--- config.mk ---
export PLATFORM = sky130hd
export DESIGN_NAME = i2c_mapped_slave
export DESIGN_NICKNAME = d
export VERILOG_FILES = /design/src/rtl/i2c_mapped_pkg.sv /design/src/rtl/i2c_pin_sync.sv /design/src/rtl/i2c_region_map.sv /design/src/rtl/i2c_mapped_slave.sv
export SDC_FILE = /design/constraint.sdc
export NUM_CORES = 1
export LEC_CHECK = 0
export ABC_CLOCK_PERIOD_IN_PS = 4600
export CORE_MARGIN = 2
export CORE_UTILIZATION = 55
export DETAILED_ROUTE_END_ITERATION = 16
export PLACE_DENSITY = 0.82
export SLEW_MARGIN = 20
export SYNTH_ARGS = -nofsm -noshare
export SYNTH_HDL_FRONTEND = slang
export SYNTH_SLANG_ARGS = --single-unit
--- constraint.sdc ---
create_clock -name clk -period 4.6 [get_ports clk]
set_clock_uncertainty 0.1 [all_clocks]
set_input_delay 0.92 -clock clk [delete_from_list [all_inputs] [get_ports clk]]
set_output_delay 0.92 -clock clk [all_outputs]
set_load 0.05 [all_outputs]
--- src/rtl/i2c_mapped_pkg.sv ---
package i2c_mapped_pkg;

    localparam int ADDR_W = 16;
    localparam int BYTE_W = 8;
    localparam logic [6:0] DEV_ID_DEF = 7'h5D;

    localparam logic [ADDR_W-1:0] RAM_LO  = 16'h0000;
    localparam logic [ADDR_W-1:0] RAM_HI  = 16'h03FF;
    localparam logic [ADDR_W-1:0] ROM_LO  = 16'h0800;
    localparam logic [ADDR_W-1:0] ROM_HI  = 16'h3FFF;
    localparam logic [ADDR_W-1:0] CTL_LO  = 16'h4000;
    localparam logic [ADDR_W-1:0] CTL_HI  = 16'h403F;
    localparam logic [ADDR_W-1:0] KICK_AT = 16'h403F;

    typedef enum logic [1:0] {
        RGN_RAM  = 2'd0,
        RGN_ROM  = 2'd1,
        RGN_CTL  = 2'd2,
        RGN_NONE = 2'd3
    } region_e;

    typedef enum logic [2:0] {
        ST_IDLE,
        ST_DEV,
        ST_DACK,
        ST_RX,
        ST_RACK,
        ST_TX,
        ST_TACK
    } link_state_e;

    typedef struct packed {
        logic sda;
        logic rise;
        logic fall;
        logic start;
        logic stop;
    } line_evt_t;

    function automatic region_e map_region(input logic [ADDR_W-1:0] a);
        if (a >= RAM_LO && a <= RAM_HI)      return RGN_RAM;
        else if (a >= ROM_LO && a <= ROM_HI) return RGN_ROM;
        else if (a >= CTL_LO && a <= CTL_HI) return RGN_CTL;
        else                                 return RGN_NONE;
    endfunction

endpackage

--- src/rtl/i2c_pin_sync.sv ---
module i2c_pin_sync
    import i2c_mapped_pkg::*;
#(
    parameter int STAGES = 2
) (
    input  logic      clk,
    input  logic      rst,
    input  logic      scl_i,
    input  logic      sda_i,
    output line_evt_t evt
);
    localparam int TOP = STAGES - 1;

    logic [TOP:0] scl_sh, sda_sh;
    logic         scl_q, sda_q;
    logic         scl_l, sda_l;

    generate
        if (STAGES == 1) begin : g_one
            always_ff @(posedge clk) begin
                if (rst) begin
                    scl_sh <= '1;
                    sda_sh <= '1;
                end else begin
                    scl_sh <= scl_i;
                    sda_sh <= sda_i;
                end
            end
        end else begin : g_many
            always_ff @(posedge clk) begin
                if (rst) begin
                    scl_sh <= '1;
                    sda_sh <= '1;
                end else begin
                    scl_sh <= {scl_sh[TOP-1:0], scl_i};
                    sda_sh <= {sda_sh[TOP-1:0], sda_i};
                end
            end
        end
    endgenerate

    assign scl_l = scl_sh[TOP];
    assign sda_l = sda_sh[TOP];

    always_ff @(posedge clk) begin
        if (rst) begin
            scl_q <= 1'b1;
            sda_q <= 1'b1;
        end else begin
            scl_q <= scl_l;
            sda_q <= sda_l;
        end
    end

    always_comb begin
        evt.sda   = sda_l;
        evt.rise  = scl_l & ~scl_q;
        evt.fall  = ~scl_l & scl_q;
        evt.start = scl_l & scl_q & sda_q & ~sda_l;
        evt.stop  = scl_l & scl_q & ~sda_q & sda_l;
    end
endmodule

--- src/rtl/i2c_region_map.sv ---
module i2c_region_map
    import i2c_mapped_pkg::*;
(
    input  logic [ADDR_W-1:0] addr,
    output region_e           region,
    output logic              writable
);
    always_comb begin
        region   = map_region(addr);
        writable = (region == RGN_RAM) || (region == RGN_CTL);
    end
endmodule

--- src/rtl/i2c_mapped_slave.sv ---
module i2c_mapped_slave
    import i2c_mapped_pkg::*;
#(
    parameter logic [6:0] DEV_ID      = DEV_ID_DEF,
    parameter int         SYNC_STAGES = 2
) (
    input  logic              clk,
    input  logic              rst,
    input  logic              scl_i,
    input  logic              sda_i,
    output logic              sda_oe,
    output logic [ADDR_W-1:0] mem_addr,
    output logic [BYTE_W-1:0] mem_wdata,
    output logic              mem_we,
    output logic              mem_re,
    input  logic [BYTE_W-1:0] mem_rdata,
    output logic [1:0]        mem_region,
    output logic              soft_rst
);
    localparam int CNT_W = $clog2(BYTE_W + 1);
    localparam logic [CNT_W-1:0] LAST_BIT = CNT_W'(BYTE_W - 1);
    localparam logic [CNT_W-1:0] FULL     = CNT_W'(BYTE_W);

    line_evt_t         ev;
    region_e           region;
    logic              writable;

    link_state_e       state;
    logic [CNT_W-1:0]  cnt;
    logic [BYTE_W-1:0] sh, txbuf, txsh;
    logic [ADDR_W-1:0] ptr;
    logic [1:0]        bidx;
    logic              rw, acked, inc_q, fetch_q, fetch_d, fetch_none;

    i2c_pin_sync #(.STAGES(SYNC_STAGES)) u_sync (
        .clk(clk), .rst(rst), .scl_i(scl_i), .sda_i(sda_i), .evt(ev)
    );

    i2c_region_map u_map (
        .addr(ptr), .region(region), .writable(writable)
    );

    always_ff @(posedge clk) begin
        if (rst) begin
            state      <= ST_IDLE;
            cnt        <= '0;
            sh         <= '0;
            txbuf      <= '0;
            txsh       <= '0;
            ptr        <= '0;
            bidx       <= '0;
            rw         <= 1'b0;
            acked      <= 1'b0;
            inc_q      <= 1'b0;
            fetch_q    <= 1'b0;
            fetch_d    <= 1'b0;
            fetch_none <= 1'b0;
            sda_oe     <= 1'b0;
            mem_wdata  <= '0;
            mem_we     <= 1'b0;
            soft_rst   <= 1'b0;
        end else begin
            mem_we   <= 1'b0;
            soft_rst <= 1'b0;
            inc_q    <= 1'b0;
            fetch_q  <= 1'b0;
            fetch_d  <= fetch_q;
            if (fetch_d) txbuf <= fetch_none ? '0 : mem_rdata;
            if (inc_q)   ptr   <= ptr + 1'b1;

            if (ev.start) begin
                state  <= ST_DEV;
                cnt    <= '0;
                bidx   <= '0;
                sda_oe <= 1'b0;
            end else if (ev.stop) begin
                state  <= ST_IDLE;
                sda_oe <= 1'b0;
            end else begin
                unique case (state)
                    ST_DEV, ST_RX: begin
                        if (ev.rise) begin
                            sh  <= {sh[BYTE_W-2:0], ev.sda};
                            cnt <= cnt + 1'b1;
                        end else if (ev.fall && cnt == FULL) begin
                            cnt <= '0;
                            if (state == ST_DEV) begin
                                if (sh[BYTE_W-1:1] == DEV_ID) begin
                                    sda_oe <= 1'b1;
                                    rw     <= sh[0];
                                    state  <= ST_DACK;
                                    if (sh[0]) begin
                                        fetch_q    <= 1'b1;
                                        fetch_none <= (region == RGN_NONE);
                                    end
                                end else begin
                                    state <= ST_IDLE;
                                end
                            end else begin
                                sda_oe <= 1'b1;
                                state  <= ST_RACK;
                                unique case (bidx)
                                    2'd0: ptr[ADDR_W-1:BYTE_W] <= sh;
                                    2'd1: ptr[BYTE_W-1:0]      <= sh;
                                    default: begin
                                        mem_we    <= writable;
                                        mem_wdata <= sh;
                                        inc_q     <= 1'b1;
                                        soft_rst  <= (ptr == KICK_AT) && sh[0];
                                    end
                                endcase
                                if (bidx != 2'd2) bidx <= bidx + 1'b1;
                            end
                        end
                    end
                    ST_DACK, ST_RACK: begin
                        if (ev.fall) begin
                            cnt <= '0;
                            if (state == ST_DACK && rw) begin
                                state  <= ST_TX;
                                txsh   <= txbuf;
                                sda_oe <= ~txbuf[BYTE_W-1];
                            end else begin
                                state  <= ST_RX;
                                sda_oe <= 1'b0;
                            end
                        end
                    end
                    ST_TX: begin
                        if (ev.fall) begin
                            if (cnt == LAST_BIT) begin
                                sda_oe <= 1'b0;
                                state  <= ST_TACK;
                                acked  <= 1'b0;
                                ptr    <= ptr + 1'b1;
                            end else begin
                                txsh   <= {txsh[BYTE_W-2:0], 1'b0};
                                sda_oe <= ~txsh[BYTE_W-2];
                                cnt    <= cnt + 1'b1;
                            end
                        end
                    end
                    ST_TACK: begin
                        if (ev.rise) begin
                            if (!ev.sda) begin
                                acked      <= 1'b1;
                                fetch_q    <= 1'b1;
                                fetch_none <= (region == RGN_NONE);
                            end else begin
                                state <= ST_IDLE;
                            end
                        end else if (ev.fall && acked) begin
                            state  <= ST_TX;
                            cnt    <= '0;
                            txsh   <= txbuf;
                            sda_oe <= ~txbuf[BYTE_W-1];
                        end
                    end
                    default: ;
                endcase
            end
        end
    end

    assign mem_addr   = ptr;
    assign mem_re     = fetch_q & ~fetch_none;
    assign mem_region = region;
endmodule

## After elaboration in Yosys (flattened, before gate mapping)

Index checks and enable logic that the tools add are counted.

| storage, ports and cells | value |
|---|---|
| register bits | 71 |
| output and inout port bits | 30 |
| logic and storage cells | 202 |

| cells by class | value |
|---|---|
| add/subtract/negate cells | 3 |
| magnitude comparators | 6 |
| equality and inequality tests | 39 |
| muxes and demuxes | 77 |
| bitwise logic cells | 22 |
| reduce and logical (&&, ||, !) cells | 33 |

Operator list:

| cell | number |
|---|---|
| 16-bit 2-to-1 mux | 8 |
| 7-bit 2-to-1 mux | 6 |
| 1-bit 2-to-1 mux | 32 |
| 16-bit case mux with 2 select lines | 1 |
| 8-bit AND reduction | 4 |
| 3-bit 2-to-1 mux | 10 |
| 2-bit != test (second input constant) | 15 |
| 4-bit 2-to-1 mux | 7 |
| 8-bit 2-to-1 mux | 3 |
| 7-bit case mux with 3 select lines | 1 |
| 7-bit AND reduction | 3 |
| 4-bit != test (second input constant) | 5 |
| 16-bit by 1-bit adder with 16-bit output (second input constant) | 1 |
| 16-bit by 15-bit equality test with 1-bit output (second input constant) | 1 |
| 16-bit by 1-bit >= comparator with 1-bit output (second input constant) | 1 |
| 16-bit by 12-bit >= comparator with 1-bit output (second input constant) | 1 |
| 16-bit by 15-bit >= comparator with 1-bit output (second input constant) | 1 |
| 16-bit by 10-bit <= comparator with 1-bit output (second input constant) | 1 |
| 16-bit by 14-bit <= comparator with 1-bit output (second input constant) | 1 |
| 16-bit by 15-bit <= comparator with 1-bit output (second input constant) | 1 |
| 4-bit case mux with 4 select lines | 1 |
| 1-bit inverter | 14 |
| 3-bit case mux with 4 select lines | 1 |
| 10-bit AND reduction | 1 |
| other kinds (32) | 60 |

## Logic depth before layout (Yosys ltp)

Gate-level depths: netlist (run 1).

| depth | value |
|---|---|
| word-level depth | 12 |
| gate-level depth with buffers | 9 |
| depth with buffers taken out | 7 |

## Hierarchy

From an unflattened synthesis (run 1), not the netlist that was laid out.

| second synthesis, totals | value |
|---|---|
| cell total of the unflattened synthesis | 471 |
| area total of the unflattened synthesis | 3955.0 um^2 |

By module, submodules not included:

| module | instances | cells each | area an instance (um^2) |
|---|---|---|---|
| i2c_mapped_slave | 1 | 448 | 3712.3 |
| i2c_pin_sync | 1 | 17 | 197.7 |
| i2c_region_map | 1 | 6 | 45.0 |

## Least setup slack after synthesis (run 1)

OpenSTA, ideal clock, no wires.

| timing | value |
|---|---|
| path kind | flip-flop to output port |
| start | reg ptr[7] (netlist: mem_addr[7]) |
| end | out mem_region[0] |
| arrival time | 1893 ps |
| data required time | 3580 ps |
| slack | 1687 ps |
| stages on the path, launching flop included | 4 |
| buffers on the path | 1 |
| cell sequence | dfxtp_1 clkbuf_1 nor4_1 o211ai_1 |

| between the ends | value |
|---|---|
| word-level cells in the longest chain between the ends | 5 |
| elaborated cells on any way between the ends | 12 |
| those cells by class | order compare (6); mux (3); reduce/logical (3) |

Ends and longest elaborated chain:

| item | RTL line | source |
|---|---|---|
| from (decl) | i2c_mapped_slave.sv:31 | `logic [ADDR_W-1:0] ptr;` |
| from (signal assigned) | i2c_mapped_slave.sv:69 | `if (inc_q) ptr <= ptr + 1'b1;` |
| from (signal, indexed assignment) | i2c_mapped_slave.sv:103 | `2'd0: ptr[ADDR_W-1:BYTE_W] <= sh;` |
| from (signal, indexed assignment) | i2c_mapped_slave.sv:104 | `2'd1: ptr[BYTE_W-1:0] <= sh;` |
| 16-bit by 15-bit >= comparator with 1-bit output / 16-bit by 15-bit <= comparator with 1-bit output (equally long branches) | i2c_mapped_pkg.sv:43 | `else if (a >= CTL_LO && a <= CTL_HI) return RGN_CTL;` |
| 1-bit logical AND | i2c_mapped_pkg.sv:43 |  |
| 1-bit 2-to-1 mux | i2c_mapped_pkg.sv:43 |  |
| 2-bit 2-to-1 mux | i2c_mapped_pkg.sv:42 | `else if (a >= ROM_LO && a <= ROM_HI) return RGN_ROM;` |
| 2-bit 2-to-1 mux (*) | i2c_mapped_pkg.sv:41 | `if (a >= RAM_LO && a <= RAM_HI) return RGN_RAM;` |
| to (decl) | i2c_mapped_slave.sv:17 | `output logic [1:0] mem_region,` |

Every way passes the cells marked *; elsewhere a longest branch is shown, timed or not.

## Final worst setup path (run 1)

Ends and elaborated chain as after synthesis.

==> flow_metrics.tcl, run 1 <==
set metrics [dict create \
    vias 4145 \
    hold_violations 0 \
    slew_viol_final 0 \
    fin_crit_sh_pct 74.5 \
    clk_latency_ns 0.35 \
    place_congestion 0.928 \
    tritoncts "yes" \
    drc 0 \
    io_pins 42 \
    routedWlPerCell_um 17.7 \
    fmax_mhz 292 \
    setup.worst_path.start "mem_addr[7]" \
    critPathArrivalTime_ns 2.40 \
    synthArstFlopShare_pct 0 \
    grt_max_degree 60 \
    synth_top_cells_by_area "dfxtp_1, nand2_1, a21oi_1" \
    ant_nets 0 \
    seq_area_frac_synth_pct 34.6 \
    grt_pass1_vias 3769 \
    status "complete, no violations" \
    syn-num-nets 547 \
    worst-setup-path-type "register to primary output" \
    place_ws_ns 1.21 \
    root_buffer "clkbuf_8" \
    fin_nets 565 \
    stdcell_count 650 \
    cts_hold_buf 0 \
    grt_overflow 0 \
    setup_tns_ns 0 \
    synth_warnings 0 \
    synth-simple-area-share_pct 29.8 \
    start_util_pct 56.6 \
    dr.pass1.iters 6 \
    totalWireLength_um 11500 \
    power.density_mw_per_mm2 276 \
    cap_viol_max_count 0 \
    rows 31 \
    synth-xor-area-share_pct 3.84 \
    ys_seq_elements 71 \
    regToRegStartpoint "state[0]" \
    endpoint_kind "primary output" \
    ys.flop_type "dfxtp_1" \
    startpoint_type "register" \
    ys_types 64 \
    grt_pass1_wl_um 18900 \
    synth_area_leader_cell "dfxtp_1" \
    port_buffers 41 \
    fp.dieW_um 90.4 \
    yosysMostFrequentCell "nand2_1" \
    hp-class "register to register" \
    cts_buffers 9 \
    cp-endpoint "mem_region[0]" \
    crit_required_ns 3.58 \
    worst_r2r_endpoint "state[2]" \
    coreArea_sq_mm 0.00725 \
    diodes 0 \
    synth_compound_area_share_pct 23.1 \
    rsz0062_at_grt "no" \
    cts_setup_buffers 0 \
    final_core_util_pct 64.9 \
    fin_crit_ns 3.42 \
    ys_top_cells_by_count "nand2_1, dfxtp_1, a21oi_1" \
    synth_cells 528 \
    h-tree-depth 3 \
    dieHeight_um 90.4 \
    peakVddDrop_mv 0.176 \
    p_leak_nw 1.53 \
    tightest_slew_ns 1.01 \
    hpwl_um 7960 \
    synth.cell_area_sq_mm 0.00411 \
    setup_violations 0 \
    post_route_cells_drive_above_1_share_pct 5.63 \
    synth_mux_area_share_pct 1.46 \
    area_growth_pct 14.5 \
    relSlewSlack_pct 32.9 \
    synth_edf_count 0 \
    cts_sinks 71 \
    r2r_cells 5 \
    placed_cells 634 \
    path_max_fanout 10 \
    postSynthAreaPerCell_sq_um 7.78 \
    die_area_sq_mm 0.00818 \
    synthAdderAreaFrac_pct 2.13 \
    clockBufferDepth 2 \
    setup_slack_ns 1.18 \
    antenna_found_initial 0 \
    via_per_inst 6.38 \
    clkTransAtPathRegs_ns 0.08 \
    ff2ff_setup_slack_ns 1.79 \
    grt_use_total_pct 28.4 \
    synth_top_cell_area_share_pct 34.6 \
    dr.first_iter.drc_count 517 \
    ctsResizeCount 0 \
    synth_top_family_by_area "simple AND/OR/NAND/NOR gates" \
]
[metrics by stage]
| step | hold slack, ns | power [W] | cell area [sq um] |
|---|---|---|---|
| global route | 0.330 | 0.00134 | 4700 |
| CTS | 0.313 | 0.00130 | 4700 |
| detailed placement | 0.294 | 0.000746 | 4490 |
| floorplan | 0.289 | 0.000711 | 4110 |
| finish | 0.312 | 0.00130 | 4700 |
| global placement | 0.292 | 0.000744 | 4490 |
[critical path, stage by stage (launching register included)]
cell and delay [ns]:
dfxtp_1 0.41, nor4_1 0.66, o211ai_1 0.22, clkdlybuf4s50_1 0.76
[sequential cells by signal (all words and copies together), names as in the netlist, 2 cells and up]
register       count
mem_addr          16
cnt                4
mem_wdata          8
txbuf              8
state              3
sh                 8
u_sync.sda_sh      2
u_sync.scl_sh      2
bidx               2
txsh               7
[metal layers]
layer	track usage [%]	part of all wire, %	up-vias
met5	0	0	-
met4	10.6	2.3	0
met3	5.84	9.6	40
met2	44.8	46	256
met1	38.5	43	1900
li1	-	-	1949
[worst min-delay path by stage]
stage | start | end | slack, ns | cells after the start
floorplan | u_sync.scl_sh[0] | u_sync.scl_sh[1] | 0.29 | 1
global placement | u_sync.sda_sh[0] | u_sync.sda_sh[1] | 0.29 | 1
detailed placement | u_sync.scl_sh[0] | u_sync.scl_sh[1] | 0.29 | 1
CTS | u_sync.scl_sh[0] | u_sync.scl_sh[1] | 0.31 | 1
global route | u_sync.scl_sh[0] | u_sync.scl_sh[1] | 0.33 | 1
finish | u_sync.scl_sh[0] | u_sync.scl_sh[1] | 0.31 | 1
[cells in the final DEF (no fill, tap or decap), types with 4 or more instances in the layout]
| master | synthesis | final |
|---|---|---|
| nand2_1 | 77 | 77 |
| dfxtp_1 | 71 | 71 |
| a21oi_1 | 41 | 41 |
| clkdlybuf4s50_1 | 0 | 40 |
| nor2_1 | 39 | 39 |
| o21ai_0 | 28 | 28 |
| nor3_1 | 17 | 17 |
| nor2b_1 | 16 | 16 |
| nand3_1 | 16 | 16 |
| inv_1 | 14 | 14 |
| nand4_1 | 11 | 11 |
| xor2_1 | 10 | 10 |
| a31oi_1 | 9 | 9 |
| a311oi_1 | 9 | 9 |
| clkbuf_8 | 0 | 9 |
| xnor2_1 | 8 | 8 |
| and2_1 | 7 | 7 |
| nand3b_1 | 7 | 7 |
| o221ai_1 | 7 | 7 |
| ha_1 | 7 | 7 |
| nor4_1 | 6 | 6 |
| mux2i_1 | 6 | 6 |
| or2_2 | 6 | 6 |
| nand2b_1 | 5 | 5 |
| o211ai_1 | 4 | 4 |
| o31ai_1 | 4 | 4 |
| and3_1 | 4 | 4 |
| and3b_1 | 4 | 4 |
| a32oi_1 | 4 | 4 |
| a211o_1 | 4 | 4 |
| nor3b_1 | 4 | 4 |
| or4_1 | 4 | 4 |
[power by group]
group          internal, W  switching, W  total (W)
clock network     0.000307      0.000258   0.000566
registers         0.000620     0.0000102   0.000630
logic            0.0000353     0.0000681   0.000103
total             0.000962      0.000337    0.00130
[cell families (layout without fill, tap and decap cells)]
kind of cell	Yosys count	in the layout
xor+xnor	18	18
fa+ha+maj	7	7
compound gates	139	139
buf+inv	49	72
mux	6	6
flops	71	71
simple gates	238	238
[final cells by class]
cell class                 count  area [sq um]
clock buffer                   9           124
clock inverter                 7          95.1
fill                         655          2550
inverter                      15          56.3
multi-input combinational    408          2480
sequential                    71          1420
tap                           99           124
timing repair buffer          41           405
No activity file was read; power rests on OpenSTA's default activity.
==> run 2: changes to the inputs <==
--- a/config.mk
+++ b/config.mk
@@ -5,7 +5,7 @@
 export SDC_FILE = /design/constraint.sdc
 export NUM_CORES = 1
 export LEC_CHECK = 0
-export ABC_CLOCK_PERIOD_IN_PS = 4600
+export ABC_CLOCK_PERIOD_IN_PS = 3380
 export CORE_MARGIN = 2
 export CORE_UTILIZATION = 55
 export DETAILED_ROUTE_END_ITERATION = 16
==> constraint.sdc (replaced) <==
create_clock -name clk -period 3.38 [get_ports clk]
set_clock_uncertainty 0.1 [all_clocks]
set_input_delay 0.676 -clock clk [delete_from_list [all_inputs] [get_ports clk]]
set_output_delay 0.676 -clock clk [all_outputs]
set_load 0.05 [all_outputs]
==> run 2 against run 1 <==
  * Setup slack worse by 0.93 ns
  * Critical path depth up 1
  * Non-clock buffer count up 5
  * Sequential share of layout area down 0.29 points
  * Wire length up 0.78%
==> flow_metrics.tcl, run 2 (synthesis gave the netlist of run 1 again) <==
set metrics [dict create \
    status "complete, no violations" \
    startpoint_type "register" \
    fin_area_sq_mm 0.00475 \
    hold_path_depth 1 \
    fin_crit_sh_pct 92.8 \
    grt_pass1_vias 3920 \
    regArea_sq_mm 0.00142 \
    clkTransAtPathRegs_ns 0.09 \
    grt-busiest-layer "met2" \
    area_growth_pct 15.6 \
    use_met1_pct 38.7 \
    worst-path-buf-inv 1 \
    post_route_cells_drive_above_1_share_pct 6.47 \
    peakVddDrop_mv 0.252 \
    via_per_inst 6.45 \
    fin_nets 570 \
    cap_viol_max_count 0 \
    path_cells "nor3_1 -> a21oi_1 -> nand2_1 -> clkdlybuf4s50_1" \
    final_common_cell "nand2_1" \
    fp.dieW_um 90.4 \
    grt_max_degree 39 \
    totalWireLength_um 11600 \
    relSlewSlack_pct 48.8 \
    io_pins 42 \
    largest_reg_flops 16 \
    hpwl_um 8090 \
    min_to "u_sync.sda_sh[1]" \
    use_met2_pct 46.4 \
    routedWlPerCell_um 17.7 \
    root_buffer "clkbuf_8" \
    dr.first_iter.drc_count 586 \
    crit_required_ns 2.60 \
    hold_violations 0 \
    worst-setup-path-type "register to primary output" \
    dieHeight_um 90.4 \
    worst_r2r_endpoint "txsh[2]" \
    grt_use_total_pct 29.2 \
    path_max_fanout 8 \
    hp-class "register to register" \
    cts_sinks 71 \
    layout_common_cells "nand2_1, dfxtp_1, a21oi_1" \
    min_from "u_sync.sda_sh[0]" \
    slew_viol_final 0 \
    tightest_slew_ns 0.768 \
    power.density_mw_per_mm2 377 \
    grt_use_met3_pct 5.68 \
    endpoint_kind "primary output" \
    clk_latency_ns 0.36 \
    clockBufferDepth 2 \
    p_leak_nw 1.57 \
    final_core_util_pct 65.5 \
    rows 31 \
    multi_input_area_sq_mm 0.00248 \
    ctsResizeCount 0 \
    setup_violations 0 \
    tritoncts "yes" \
    fmax_mhz 319 \
    stdcell_count 655 \
    cp_slowest_cell "clkdlybuf4s50_1" \
    ff2ff_setup_slack_ns 0.73 \
    fin_crit_ns 3.14 \
    r2r_cells 5 \
    dr.pass1.iters 5 \
    setup_tns_ns 0 \
    diodes 0 \
    vias 4222 \
    cp_slowest_stage_delay_ns 0.80 \
    coreArea_sq_mm 0.00725 \
    p_total_w 0.00179 \
    post_dp_cell_area_sq_mm 0.00452 \
    h-tree-depth 3 \
    ant_nets 0 \
    rsz0062_at_grt "no" \
    port_buffers 41 \
    start_util_pct 56.6 \
    cts_hold_buf 0 \
    die_area_sq_mm 0.00818 \
    cts_buffers 9 \
    regToRegStartpoint "state[0]" \
    placed_cells 639 \
    grt_pass1_wl_um 19500 \
    place_congestion 0.974 \
    cts_setup_buffers 0 \
    antenna_found_initial 0 \
    drc 0 \
    crit_cells 4 \
    crit_family "buffers and inverters" \
    filler_cell_count 656 \
    critPathArrivalTime_ns 2.36 \
    grt_overflow 0 \
]
## run 2: changes by cell type in the layout (fill, tap and decap cells not counted)
cell | before | now
buf_4 | 0 | 5
clkinv_2 | 2 | 0
clkinvlp_4 | 1 | 0
clkinv_4 | 0 | 3
## run 2: power by group
part	leakage [nW]	internal (W)	total (W)	switching [W]
clock	0.114	0.000424	0.000788	0.000364
combinational	0.878	0.0000496	0.000146	0.0000960
sequential	0.573	0.000843	0.000857	0.0000133
## run 2: worst max path at each step
stage	start	endpoint	slack, ns
finish	mem_addr[11]	mem_region[1]	0.24
global placement	mem_addr[11]	mem_region[1]	0.68
floorplan	mem_addr[7]	mem_region[0]	0.71
CTS	mem_addr[11]	mem_region[1]	0.27
global route	mem_addr[11]	mem_region[1]	0.12
detailed placement	rst	mem_addr[5]	0.65
## run 2: routing by layer
layer	up-vias	wire length, um
met4	0	448
li1	1963	-
met3	52	939
met5	-	0
met2	247	5210
met1	1960	4970
## run 2: cell type report
class / instances / area share, %
Multi-Input combinational cell: 408 / 52.2
Sequential cell: 71 / 29.9
Timing Repair Buffer: 46 / 9.32
Clock buffer: 9 / 2.61
Tap cell: 99 / 2.61
Clock inverter: 7 / 2.19
Inverter: 15 / 1.19
## run 2: stage by stage
| stage | hold WS [ns] | worst slack [ns] |
|---|---|---|
| floorplan | 0.289 | 0.711 |
| global placement | 0.297 | 0.683 |
| detailed placement | 0.306 | 0.650 |
| CTS | 0.324 | 0.267 |
| global route | 0.338 | 0.124 |
| finish | 0.317 | 0.242 |
